## src/rtl/colgen_pkg.sv

```systemverilog
package colgen_pkg;
    localparam int COL_W = 10;

    typedef enum logic [1:0] {
        LEN_2    = 2'd0,
        LEN_4    = 2'd1,
        LEN_8    = 2'd2,
        LEN_PAGE = 2'd3
    } len_e;

    typedef enum logic [1:0] {
        ST_IDLE  = 2'd0,
        ST_FIXED = 2'd1,
        ST_PAGE  = 2'd2
    } gen_state_e;

    // Mask covering the bits that move inside one burst
    function automatic logic [COL_W-1:0] wrap_mask(input len_e len);
        logic [COL_W-1:0] m;
        unique case (len)
            LEN_2:    m = COL_W'(1);
            LEN_4:    m = COL_W'(3);
            LEN_8:    m = COL_W'(7);
            default:  m = '1;
        endcase
        return m;
    endfunction
endpackage

```

## src/rtl/colgen_datapath.sv

```systemverilog
module colgen_datapath
    import colgen_pkg::*;
#(
    parameter int AW = COL_W
) (
    input  logic          clk,
    input  logic          rst_n,
    input  logic          load,
    input  logic          advance,
    input  logic [AW-1:0] start_col,
    input  len_e          len_in,
    input  logic          il_in,
    output logic [AW-1:0] addr,
    output logic          page_mode,
    output logic          beat_final
);
    localparam int FIX_BITS = 3;

    logic [AW-1:0] base_q;
    logic [AW-1:0] beat_q;
    len_e          len_q;
    logic          il_q;
    logic [AW-1:0] mask;
    logic [AW-1:0] seq_low;
    logic [AW-1:0] xor_low;

    always_ff @(posedge clk or negedge rst_n) begin
        if (!rst_n) begin
            base_q <= '0;
            beat_q <= '0;
            len_q  <= LEN_2;
            il_q   <= 1'b0;
        end else if (load) begin
            base_q <= start_col;
            beat_q <= '0;
            len_q  <= len_in;
            il_q   <= il_in;
        end else if (advance) begin
            beat_q <= beat_q + AW'(1);
        end
    end

    always_comb begin
        mask       = AW'(wrap_mask(len_q));
        page_mode  = (len_q == LEN_PAGE);
        seq_low    = (base_q + beat_q) & mask;
        xor_low    = (base_q ^ beat_q) & mask;
        beat_final = !page_mode && (beat_q == mask);
        if (page_mode)
            addr = base_q + beat_q;
        else if (il_q)
            addr = (base_q & ~mask) | xor_low;
        else
            addr = (base_q & ~mask) | seq_low;
    end

    AST_FIXED_UPPER_HELD: assert property (@(posedge clk) disable iff (!rst_n)
        (advance && !load && !page_mode) |=> (addr[AW-1:FIX_BITS] == $past(addr[AW-1:FIX_BITS])));
    AST_PAGE_STEP: assert property (@(posedge clk) disable iff (!rst_n)
        (advance && !load && page_mode) |=> (addr == $past(addr) + AW'(1)));
endmodule

```

## src/rtl/colgen_fsm.sv

```systemverilog
module colgen_fsm
    import colgen_pkg::*;
(
    input  logic clk,
    input  logic rst_n,
    input  logic start,
    input  logic term,
    input  logic want_page,
    input  logic beat_final,
    output logic load,
    output logic advance,
    output logic valid,
    output logic last
);
    gen_state_e state_q;
    gen_state_e state_d;

    always_comb begin
        state_d = state_q;
        if (start) begin
            state_d = want_page ? ST_PAGE : ST_FIXED;
        end else begin
            unique case (state_q)
                ST_IDLE:  state_d = ST_IDLE;
                ST_FIXED: if (term || beat_final) state_d = ST_IDLE;
                ST_PAGE:  if (term) state_d = ST_IDLE;
                default:  state_d = ST_IDLE;
            endcase
        end
    end

    always_ff @(posedge clk or negedge rst_n) begin
        if (!rst_n) state_q <= ST_IDLE;
        else        state_q <= state_d;
    end

    always_comb begin
        load    = start;
        advance = 1'b0;
        valid   = 1'b0;
        last    = 1'b0;
        unique case (state_q)
            ST_IDLE: ;
            ST_FIXED: begin
                advance = 1'b1;
                valid   = 1'b1;
                last    = beat_final;
            end
            ST_PAGE: begin
                advance = 1'b1;
                valid   = 1'b1;
            end
            default: ;
        endcase
    end

    AST_END_AFTER_LAST: assert property (@(posedge clk) disable iff (!rst_n)
        (last && !start) |=> !valid);
    AST_TERM_STOPS: assert property (@(posedge clk) disable iff (!rst_n)
        (term && !start) |=> !valid);
    AST_LAST_NOT_PAGE: assert property (@(posedge clk) disable iff (!rst_n)
        (state_q == ST_PAGE) |-> !last);
endmodule

```

## src/rtl/burst_colgen.sv

```systemverilog
module burst_colgen
    import colgen_pkg::*;
(
    input  logic             clk,
    input  logic             rst_n,
    input  logic             start,
    input  logic [COL_W-1:0] start_col,
    input  logic [1:0]       len_sel,
    input  logic             interleave,
    input  logic             term,
    output logic [COL_W-1:0] col_addr,
    output logic             col_valid,
    output logic             col_last
);
    len_e len_in;
    logic load;
    logic advance;
    logic page_mode;
    logic beat_final;

    assign len_in = len_e'(len_sel);

    colgen_datapath #(.AW(COL_W)) u_dp (
        .clk       (clk),
        .rst_n     (rst_n),
        .load      (load),
        .advance   (advance),
        .start_col (start_col),
        .len_in    (len_in),
        .il_in     (interleave),
        .addr      (col_addr),
        .page_mode (page_mode),
        .beat_final(beat_final)
    );

    colgen_fsm u_fsm (
        .clk       (clk),
        .rst_n     (rst_n),
        .start     (start),
        .term      (term),
        .want_page (len_in == LEN_PAGE),
        .beat_final(beat_final),
        .load      (load),
        .advance   (advance),
        .valid     (col_valid),
        .last      (col_last)
    );

    AST_START_LOADS: assert property (@(posedge clk) disable iff (!rst_n)
        start |=> (col_valid && col_addr == $past(start_col)));
    AST_IDLE_QUIET: assert property (@(posedge clk) disable iff (!rst_n)
        !col_valid |-> !col_last);
    AST_PAGE_NO_LAST: assert property (@(posedge clk) disable iff (!rst_n)
        (col_valid && page_mode) |-> !col_last);
endmodule

```

## config.mk

```make
export PLATFORM = sky130hd
export DESIGN_NAME = burst_colgen
export DESIGN_NICKNAME = d
export VERILOG_FILES = /design/src/rtl/colgen_pkg.sv /design/src/rtl/colgen_datapath.sv /design/src/rtl/colgen_fsm.sv /design/src/rtl/burst_colgen.sv
export SDC_FILE = /design/constraint.sdc
export NUM_CORES = 1
export LEC_CHECK = 0
export ABC_CLOCK_PERIOD_IN_PS = 1900
export BUFFER_PORTS_ARGS = -buffer_cell sky130_fd_sc_hd__clkbuf_2
export CAP_MARGIN = 20
export CORE_ASPECT_RATIO = 1.4
export CORE_UTILIZATION = 52
export CTS_BUF_LIST = sky130_fd_sc_hd__clkbuf_4
export DETAILED_ROUTE_END_ITERATION = 8
export PLACE_DENSITY_LB_ADDON = 0.25
export SYNTH_ARGS = -nofsm -noshare
export SYNTH_HDL_FRONTEND = slang
export SYNTH_SLANG_ARGS = --single-unit
```

## constraint.sdc

```tcl
create_clock -name clk -period 1.9 [get_ports clk]
set_input_delay 0.095 -clock clk [delete_from_list [all_inputs] [get_ports clk]]
set_output_delay 0.095 -clock clk [all_outputs]
set_load 0.005 [all_outputs]
```

==> results of run 1 <==
==> power breakdown <==
group	switching [W]	internal [W]
Sequential	0.0000381	0.000569
Clock	0.000164	0.0000791
Combinational	0.000252	0.000285
Total	0.000454	0.000932
==> cells by family after synthesis <==
family / Yosys count / synth area share [%]
fa+ha+maj: 14 / 10.6
buf+inv: 15 / 3.53
xor+xnor: 18 / 9.27
simple gates: 58 / 17.1
flops: 25 / 36.8
mux: 13 / 8.53
compound gates: 37 / 14.2
==> layer usage <==
metal	track usage (%)	part of all wire [%]	wire length, um	up-vias
met5	0	0	0	-
met4	10.5	2.0	93	0
met3	3.07	2.9	137	9
met2	49.8	52	2440	35
met1	34.0	43	1980	778
li1	-	-	-	795
==> stage by stage <==
step / cell area, sq um / cells / total power, W / utilization (%) / hold WS [ns]
CTS: 2380 / 290 / 0.00134 / 76.2 / 0.00257
finish: 2470 / 294 / 0.00139 / 79.0 / 0.00239
floorplan: 1700 / 180 / 0.000828 / - / -0.201
global route: 2470 / 294 / 0.00146 / 79.0 / 0.000946
detailed placement: 2090 / 270 / 0.00101 / 66.8 / 0.141
global placement: 2090 / 270 / 0.000996 / 66.8 / 0.129
==> final cells by class <==
cell class / instances / area share (%)
multi-input cells: 140 / 47.7
flip-flops and latches: 25 / 25.3
repair buffers: 78 / 22.7
well taps: 39 / 1.98
inverters: 8 / 1.22
clock buffers: 3 / 0.912
clock inverters: 1 / 0.203
==> placed cells by master, fill, tap and decap left out, types with 3 or more instances in the layout <==
cell type,n
clkbuf_4,3
inv_1,8
and3_1,4
xor2_1,15
clkbuf_2,24
ha_4,3
a21oi_1,4
o21ai_1,7
a21oi_2,3
o21bai_1,3
ha_1,7
mux2_2,12
xnor2_1,3
buf_4,35
buf_6,5
nand3_1,6
dlygate4sd3_1,10
buf_2,4
nand2_1,16
nor2_1,15
dfrtp_1,25
==> sequential cells by signal, summed over array words and instances (netlist names) <==
| name | cells |
|---|---|
| u_dp.base_q | 10 |
| u_fsm.state_q | 2 |
| u_dp.beat_q | 10 |
| u_dp.len_q | 2 |
| u_dp.il_q | 1 |
==> worst paths after layout <==
path                                start          endpoint  slack (ns)  cells after the start
max                        u_dp.base_q[1]       col_addr[8]       -0.49                      8
min                          start_col[7]    u_dp.base_q[7]       0.002                      2
max reg2reg                u_dp.beat_q[1]  u_fsm.state_q[1]           0                      8
min reg2reg                u_dp.base_q[0]    u_dp.base_q[0]        0.54                      1
max in group asynchronous           rst_n    u_dp.base_q[3]        1.20                      2
min in group asynchronous           rst_n    u_dp.beat_q[2]        0.29                      2
==> critical path, stage by stage, from the launching register on <==
cell and delay (ns):
dfrtp_1 0.44, buf_4 0.17, fa_2 0.39, a21oi_4 0.19
o211ai_1 0.12, a31oi_1 0.23, xor2_1 0.22, o21ai_1 0.09
clkbuf_2 0.11
==> what timing repair did <==
| action | 4_1_cts | 5_1_grt |
|---|---|---|
| hold buffers | 9 | 1 |
| resized for setup | 28 | 17 |
| buffers inserted | 7 | 3 |
| hold endpoints to repair | 33 | 1 |
| setup endpoints to repair | 8 | 12 |
| gates cloned | 0 | 0 |
| pin swaps | 24 | 18 |
==> impl_metrics.toml, run 1 <==
[outcome]
outcome = "complete, but fails checks"
violations = "negative setup slack"

[clock_tree]
cts_num_sinks = 25
clock_latency_ns = 0.33
tritoncts = "yes"
tritoncts.num_buffers = 3
cts_root_buffer = "clkbuf_4"
clockBufferDepth = 2
cts-htree-levels = 1
clkSlewWorstSetupHoldPaths_ns = 0.14

[layout]
syn_to_final_growth_pct = 45.1
area.sequential_sq_um = 626
layout.nets = 286
drive_gt1_share_pct = 43.5
fillers = 203
multiInputGateArea_sq_um = 1180
antenna_cells = 0

[placement]
port-buffer-count = 28
routabilityCongestion = 0.907
hpwl_mm = 3.02
placement.setup.worst_slack_ns = -0.239

[sta]
max_freq_mhz = 418
final-hold-violation-count = 0
setup_viol_count_final = 9
totalNegativeSetupSlack_ns = -2.35
layout_worst_path_cycle_share_pct = 126
worst-slew-pin-transition_ns = 0.624
timing.max_slew.rel_slack_pct = 58.4
setup_repair_after_global_routing_missed_its_margin = "yes"
timing.clock.skew_ns = 0.0122
setup_ws_ns = -0.493
finalWorstPathRequiredPeriod_ns = 2.39
max_slew_violation_count = 0

[detailed_routing]
drc = 0
detailedRoute.firstIterationViolations = 63
drt_pre_antenna_iters = 4
routed_wl_mm = 4.65
antenna_violating_nets_post_route = 0
via_per_inst = 5.50
routed_wire_length_per_instance_um = 15.8
route.vias.total = 1617

[synthesis]
synth-seq-area-share_pct = 36.8
synth_area_sq_um = 1700
ys_top_cells_by_count = "dfrtp_1, nor2_1, nand2_1, xor2_1"
yosys.area.top_type = "dfrtp_1"
synthFlopType = "dfrtp_1"
synth-edff-count = 0
yosysUniqueCellTypes = 39
post_synth_inst_count = 180
yosys.cell_count.top_type = "dfrtp_1"
synthTopCellsByArea = "dfrtp_1, ha_1, mux2_2"
flops_latches_synth = 25
number_of_warnings_reported_in_the_yosys_synthesis_log = 0
synth_fp_nets = 210
post-synth-top-area-fraction_pct = 36.8
avgSynthCellArea_sq_um = 9.45
postSynth.asyncResetShare_pct = 100

[worst_setup_path]
endpoint_arrival_time_on_the_critical_path_ns = 2.30
critPathMaxFanout = 3
crit_required_ns = 1.80
worstSetupStartpointType = "flop"
end_kind = "output pin"
critical_path_class = "flop to output pin"

[floorplan]
die_h_um = 69.7
design.core.area_sq_um = 3120
number_of_cell_rows = 24
initial_utilization_pct = 54.5
design.die.area_sq_um = 3510
chipWidth_um = 50.3
design.portCount = 29

[pwr]
static-leakage-power_nw = 1.16
ir_drop_mv = 0.481
powerDensity_nw_per_um2 = 562

[global_routing]
grt_antenna_before_repair = 0
grt_first_pass_wirelength_mm = 7.51
largest_net_degree_at_the_start_of_global_routing = 28
via_count_of_the_first_global_routing_pass = 1702
grt_overflow = 0
global_route.usage.total_pct = 28.1

[flow_run]
max-cap-violations = 0

[worst_hold_path]
hp_class = "input pin to flop"
No activity file was read; power rests on OpenSTA's default activity.
==> inputs of run 2 (changes only) <==
CORE_UTILIZATION = 53   (was 52)
SLEW_MARGIN = 20   (was default)
SYNTH_HIERARCHICAL = 1   (was default)
==> run 2 against run 1 <==
  * The flow still finishes with violations (negative setup slack)
  * Total power rose by 3.3%
  * Die area is 1.5% higher
  * Wire length up 3.3%
  * Largest power group unchanged
  * Combinational power increased by 6.7%
  * Largest cell class unchanged
  * Register-to-register slack better by 0.18 ns
  * Critical endpoint is now col_addr[6]
  * Utilization grew 3.1 points
  * Critical path depth stayed put
  * Global-route usage is 1.0 points lower
  * Sequential power barely moved
  * Worst hold slack improved by 0.021 ns
  * Highest routed layer unchanged
  * Count of clock-buffer cells in the layout is 1 higher
  * Fmax rose by 4.7%
==> impl_metrics.toml, run 2 <==
[floorplan]
design.die.area_sq_um = 3560
design.portCount = 29
number_of_cell_rows = 24
die_h_um = 70.2
design.core.area_sq_um = 3150
initial_utilization_pct = 55.9
chipWidth_um = 50.7

[sta]
setup_repair_after_global_routing_missed_its_margin = "yes"
worst-slew-pin-transition_ns = 0.660
totalNegativeSetupSlack_ns = -1.96
max_slew_violation_count = 0
final-hold-violation-count = 0
timing.clock.skew_ns = 0.00808
hold_slack_ns = 0.0232
layout_worst_path_cycle_share_pct = 120
setup_viol_count_final = 6
setup_ws_ns = -0.385
max_freq_mhz = 438
finalWorstPathRequiredPeriod_ns = 2.29
timing.max_slew.rel_slack_pct = 56.0

[global_routing]
grt_first_pass_wirelength_mm = 7.42
grt_antenna_before_repair = 0
global_route.usage.total_pct = 27.1
largest_net_degree_at_the_start_of_global_routing = 29
via_count_of_the_first_global_routing_pass = 1692
grt_overflow = 0

[placement]
port-buffer-count = 28
hpwl_mm = 3.15
routabilityCongestion = 0.838

[clock_tree]
tritoncts = "yes"
cts-htree-levels = 1
cts_root_buffer = "clkbuf_4"
tritoncts.num_buffers = 3
clkSlewWorstSetupHoldPaths_ns = 0.14
cts_num_sinks = 25
clock_latency_ns = 0.31
clockBufferDepth = 2

[synthesis]
yosys.cell_count.top_type = "dfrtp_1"
avgSynthCellArea_sq_um = 9.27
synth-edff-count = 0
synth-seq-area-share_pct = 35.5
postSynth.asyncResetShare_pct = 100
number_of_warnings_reported_in_the_yosys_synthesis_log = 6
ys_top_cells_by_count = "dfrtp_1, nand2_1, nor2_1"
flops_latches_synth = 25
post-synth-top-area-fraction_pct = 35.5
synthFlopType = "dfrtp_1"
yosysUniqueCellTypes = 39
post_synth_inst_count = 190
synth_area_sq_um = 1760
yosys.area.top_type = "dfrtp_1"
synthTopCellsByArea = "dfrtp_1, ha_1, mux2_2"
synth_fp_nets = 220

[worst_setup_path]
r2r-start = "u_dp/beat_q[1]"
end_kind = "output pin"
crit_path_top_delay_cell = "dfrtp_1"
critical_path_class = "flop to output pin"
reg2reg_slack_ns = 0.18
timing.critical_path.cells = "buf_6 > fa_2 > a21oi_4 > o211ai_1 > a21oi_1 > xnor2_1 > o21ai_1 > buf_2"
worst-path-stages = 8
critical_path.max_stage_delay_ns = 0.45
critical_path.startpoint = "u_dp/base_q[1]"
cpLargestDelayFamily = "compound AO/OA/AOI/OAI gates"
r2r_cells = 8
critical_path.endpoint = "col_addr[6]"
crit_required_ns = 1.80
critPathBufInv = 2
endpoint_arrival_time_on_the_critical_path_ns = 2.19
worstSetupStartpointType = "flop"
timing.rr.end = "u_fsm/state_q[0]"
critPathMaxFanout = 3

[layout]
most_frequent_cells_in_the_layout = "buf_4, clkbuf_2, dfrtp_1"
syn_to_final_growth_pct = 47.0
largest_registers = "u_dp/base_q: 10 flops, u_dp/beat_q: 10 flops"
antenna_cells = 0
multiInputGateArea_sq_um = 1240
fillers = 176
drive_gt1_share_pct = 46.1
area.sequential_sq_um = 627
layout_commonest_cell = "buf_4"
layout.nets = 298

[outcome]
outcome = "complete, but fails checks"
violations = "negative setup slack"

[pwr]
net_switching_power_figure_w = 0.000464
static-leakage-power_nw = 1.20
p_sw_share_pct = 32.4
portion_of_total_power_attributed_to_sequential_cells_pct = 42.4
cellInternalPower_w = 0.000967
share_comb_of_total_power_pct = 40.0
power.total_w = 0.00143
power.clock.fraction_pct = 17.6
ir_drop_mv = 0.579
powerDensity_nw_per_um2 = 553

[detailed_routing]
routed_wl_mm = 4.80
antenna_violating_nets_post_route = 0
via_per_inst = 5.57
detailedRoute.firstIterationViolations = 36
routed_wire_length_per_instance_um = 15.7
drt_pre_antenna_iters = 4
route.vias.total = 1703
drc = 0

[worst_hold_path]
hp_class = "input pin to flop"
hold_path_startpoint = "start_col[7]"

[flow_run]
max-cap-violations = 0
[run 2: worst min path at each step]
stage	endpoint	depth (start not counted)
finish	u_dp/base_q[7]	2
global route	u_dp/base_q[8]	2
CTS	u_dp/base_q[1]	2
detailed placement	u_fsm/state_q[1]	1
global placement	u_fsm/state_q[1]	1
floorplan	u_dp/base_q[0]	0
[run 2: final cells by class]
cell class / count / area share, %
repair buffers: 84 / 23.4
inverters: 10 / 1.45
flip-flops and latches: 25 / 24.2
multi-input cells: 144 / 47.9
well taps: 39 / 1.88
clock buffers: 4 / 1.16
[run 2: per-layer routing]
metal / track usage [%] / up-vias / routed length, um / part of all wire [%]
met4: 8.95 / 0 / 78 / 1.6
met1: 29.7 / 822 / 1840 / 38
li1: - / 824 / - / -
met3: 2.40 / 8 / 129 / 2.7
met2: 52.3 / 49 / 2760 / 57
met5: 0 / - / 0 / 0
[run 2: kinds of logic (layout without fill, tap and decap cells)]
group / count (synthesis) / after routing / share of synthesized area, %
compound gates: 39 / 39 / 15.3
xor+xnor: 16 / 16 / 7.95
fa+ha+maj: 14 / 14 / 10.2
buf+inv: 21 / 98 / 5.75
flops: 25 / 25 / 35.5
mux: 13 / 13 / 8.24
simple gates: 62 / 62 / 17.0
[run 2: through the flow]
step	utilization, %	setup WS (ns)	instances	cell area, sq um
3_3_place_gp	68.4	-0.108	282	2160
3_5_place_dp	68.4	-0.132	282	2160
6_report	82.1	-0.385	306	2590
4_1_cts	77.3	-0.342	301	2440
2_1_floorplan	-	0.00585	190	1760
5_1_grt	82.1	-0.500	306	2590
[run 2: worst register-to-register path: stages (launching register included)]
cell,delay [ns]
dfrtp_2,0.47
buf_6,0.14
buf_4,0.14
nor4_2,0.26
a21oi_1,0.09
nor2_2,0.13
inv_1,0.06
a21oi_2,0.20
o41ai_2,0.09
[run 2: power by group through the flow]
stage	combinational, W	clock, W	sequential, W
after floorplan	0.000242	0	0.000607
after global placement	0.000422	0	0.000610
after detailed placement	0.000441	0	0.000612
after CTS	0.000512	0.000261	0.000604
after global routing	0.000621	0.000286	0.000610
final	0.000572	0.000252	0.000607
[run 2: repair_timing]
item / in CTS / in global routing
gates resized for setup: 23 / 28
pin swaps: 14 / 13
gates cloned: 0 / 0
setup buffers: 7 / 1
endpoints found under the hold margin: 33 / 4
setup endpoints to repair: 8 / 11
hold buffers: 8 / 4
==> inputs of run 3 (changes only) <==
GPL_ROUTABILITY_DRIVEN = 0   (was default)
GPL_TIMING_DRIVEN = 0   (was default)
TNS_END_PERCENT = 20   (was default)
==> run 3 against run 2 <==
  * The run still ends with negative setup slack left
  * Global-route usage shrank 1.9 points
  * Register-to-register slack got worse by 0.06 ns
  * Die area stayed put
  * Final cell count fell by 8.2%
  * Via count fell by 8.7%
  * First-iteration DRC count fell by 36%
==> impl_metrics.toml, run 3 (same netlist as run 2, synthesis figures left out) <==
[worst_hold_path]
hp_class = "input pin to flop"
holdPathStages = 2

[global_routing]
grt_antenna_before_repair = 0
largest_net_degree_at_the_start_of_global_routing = 26
global_route.usage.total_pct = 25.2
grt_first_pass_wirelength_mm = 6.78
via_count_of_the_first_global_routing_pass = 1619
grt_overflow = 0

[layout]
most_frequent_cells_in_the_layout = "clkbuf_2, dfrtp_1, nand2_1"
layout.nets = 273
largest_registers = "u_dp/base_q: 10 flops, u_dp/beat_q: 10 flops"
area.sequential_sq_um = 632
antenna_cells = 0
fillers = 240
multiInputGateArea_sq_um = 1220
stdcell_count = 281
layout_commonest_cell = "clkbuf_2"
syn_to_final_growth_pct = 33.1
finalCoreUtilization_pct = 74.4
drive_gt1_share_pct = 40.5

[sta]
worst-slew-pin-transition_ns = 0.621
setup_viol_count_final = 6
final-hold-violation-count = 0
timing.max_slew.rel_slack_pct = 58.6
max_freq_mhz = 441
setup_ws_ns = -0.369
setup_repair_after_global_routing_missed_its_margin = "yes"
max_slew_violation_count = 0
layout_worst_path_cycle_share_pct = 119
hold_slack_ns = 0.0123
finalWorstPathRequiredPeriod_ns = 2.27
timing.clock.skew_ns = 0.00405

[floorplan]
design.core.area_sq_um = 3150
design.die.area_sq_um = 3560
die_h_um = 70.2
design.portCount = 29
chipWidth_um = 50.7
number_of_cell_rows = 24
initial_utilization_pct = 55.9

[placement]
hpwl_mm = 2.67
place.detailed.instances = 257
port-buffer-count = 28
placement.setup.worst_slack_ns = -0.295

[clock_tree]
tritoncts = "yes"
clockBufferDepth = 2
cts_root_buffer = "clkbuf_4"
clkSlewWorstSetupHoldPaths_ns = 0.13
cts_num_sinks = 25
clock_latency_ns = 0.31
cts-htree-levels = 1
tritoncts.num_buffers = 3

[detailed_routing]
routed_wire_length_per_instance_um = 14.2
detailedRoute.firstIterationViolations = 23
route.vias.total = 1555
drt_pre_antenna_iters = 4
drc = 0
via_per_inst = 5.53
routed_wl_mm = 4.00
antenna_violating_nets_post_route = 0

[worst_setup_path]
crit_required_ns = 1.80
timing.rr.end = "u_dp/beat_q[7]"
r2r-start = "u_fsm/state_q[0]"
reg2reg_slack_ns = 0.12
timing.critical_path.cells = "buf_6 > fa_2 > a21oi_4 > o211ai_1 > a21oi_1 > xnor2_1 > o21ai_1 > clkbuf_2"
critical_path.max_stage_delay_ns = 0.47
worst-path-stages = 8
critical_path.endpoint = "col_addr[6]"
r2r_cells = 9
critPathMaxFanout = 4
critical_path_class = "flop to output pin"
critical_path.startpoint = "u_dp/beat_q[1]"
endpoint_arrival_time_on_the_critical_path_ns = 2.17
crit_path_top_delay_cell = "dfrtp_2"
critPathBufInv = 2
end_kind = "output pin"
worstSetupStartpointType = "flop"
cpLargestDelayFamily = "compound AO/OA/AOI/OAI gates"

[pwr]
power.total_w = 0.00132
static-leakage-power_nw = 1.03
ir_drop_mv = 0.604
powerDensity_nw_per_um2 = 562

[flow_run]
max-cap-violations = 0

[outcome]
outcome = "complete, but fails checks"
violations = "negative setup slack"
-- run 3: changes by cell type in the layout (fill, tap and decap cells not counted), moves of 3 or more --
cell | before | now
clkbuf_2 | 24 | 29
dfrtp_2 | 1 | 5
o21ai_0 | 1 | 4
dfrtp_1 | 24 | 20
ha_4 | 4 | 8
buf_2 | 4 | 0
clkbuf_1 | 0 | 5
dlygate4sd3_1 | 12 | 7
buf_4 | 40 | 15
-- run 3: worst min-delay path by stage --
stage / startpoint / endpoint / slack [ns]
2_1_floorplan: rst_n / u_dp/base_q[0] / -0.20
3_3_place_gp: rst_n / u_fsm/state_q[1] / 0.14
3_5_place_dp: rst_n / u_fsm/state_q[0] / 0.14
4_1_cts: start_col[9] / u_dp/base_q[9] / 0.0004
5_1_grt: start_col[7] / u_dp/base_q[7] / 0.005
6_report: start_col[1] / u_dp/base_q[1] / 0.01
-- run 3: report_power, final --
| group | switching, W | internal, W | total [W] |
|---|---|---|---|
| Sequential | 0.0000425 | 0.000570 | 0.000613 |
| Clock | 0.000151 | 0.0000785 | 0.000229 |
| Combinational | 0.000231 | 0.000246 | 0.000476 |
-- run 3: worst reg2reg max path, stage by stage (launching register included) --
cell      delay (ns)
dfrtp_1         0.38
inv_1           0.07
ha_1            0.28
inv_1           0.07
clkbuf_2        0.18
nand4_1         0.17
nor2_1          0.21
nand3_1         0.12
xor2_1          0.14
nor2_1          0.06
-- run 3: routing by layer --
metal | global-route usage (%) | wire, um | up-vias
met5 | 0 | 0 | -
met4 | 12.0 | 141 | 0
met3 | 2.83 | 96 | 14
met2 | 47.7 | 2170 | 36
met1 | 26.4 | 1590 | 728
li1 | - | - | 777
-- run 3: area by class of cell --
class,instances,area share [%]
flip-flops and latches,25,26.9
multi-input cells,144,52.0
well taps,39,2.08
repair buffers,48,13.4
inverters,10,1.60
clock inverters,1,0.213
plain buffers,11,2.77
clock buffers,3,0.961
-- run 3: stage by stage --
step | instance area [sq um] | TNS (ns)
6_report | 2340 | -1.80
2_1_floorplan | 1760 | 0
4_1_cts | 2290 | -1.78
3_3_place_gp | 1950 | -0.913
3_5_place_dp | 1950 | -1.05
5_1_grt | 2340 | -2.73
-- run 3: repair_timing --
action	in CTS	in global routing
pin swaps	12	5
endpoints found under the hold margin	31	1
gates resized for setup	33	7
setup buffers	10	3
endpoints found under the setup margin	9	11
cloned	0	0
hold buffers	6	1
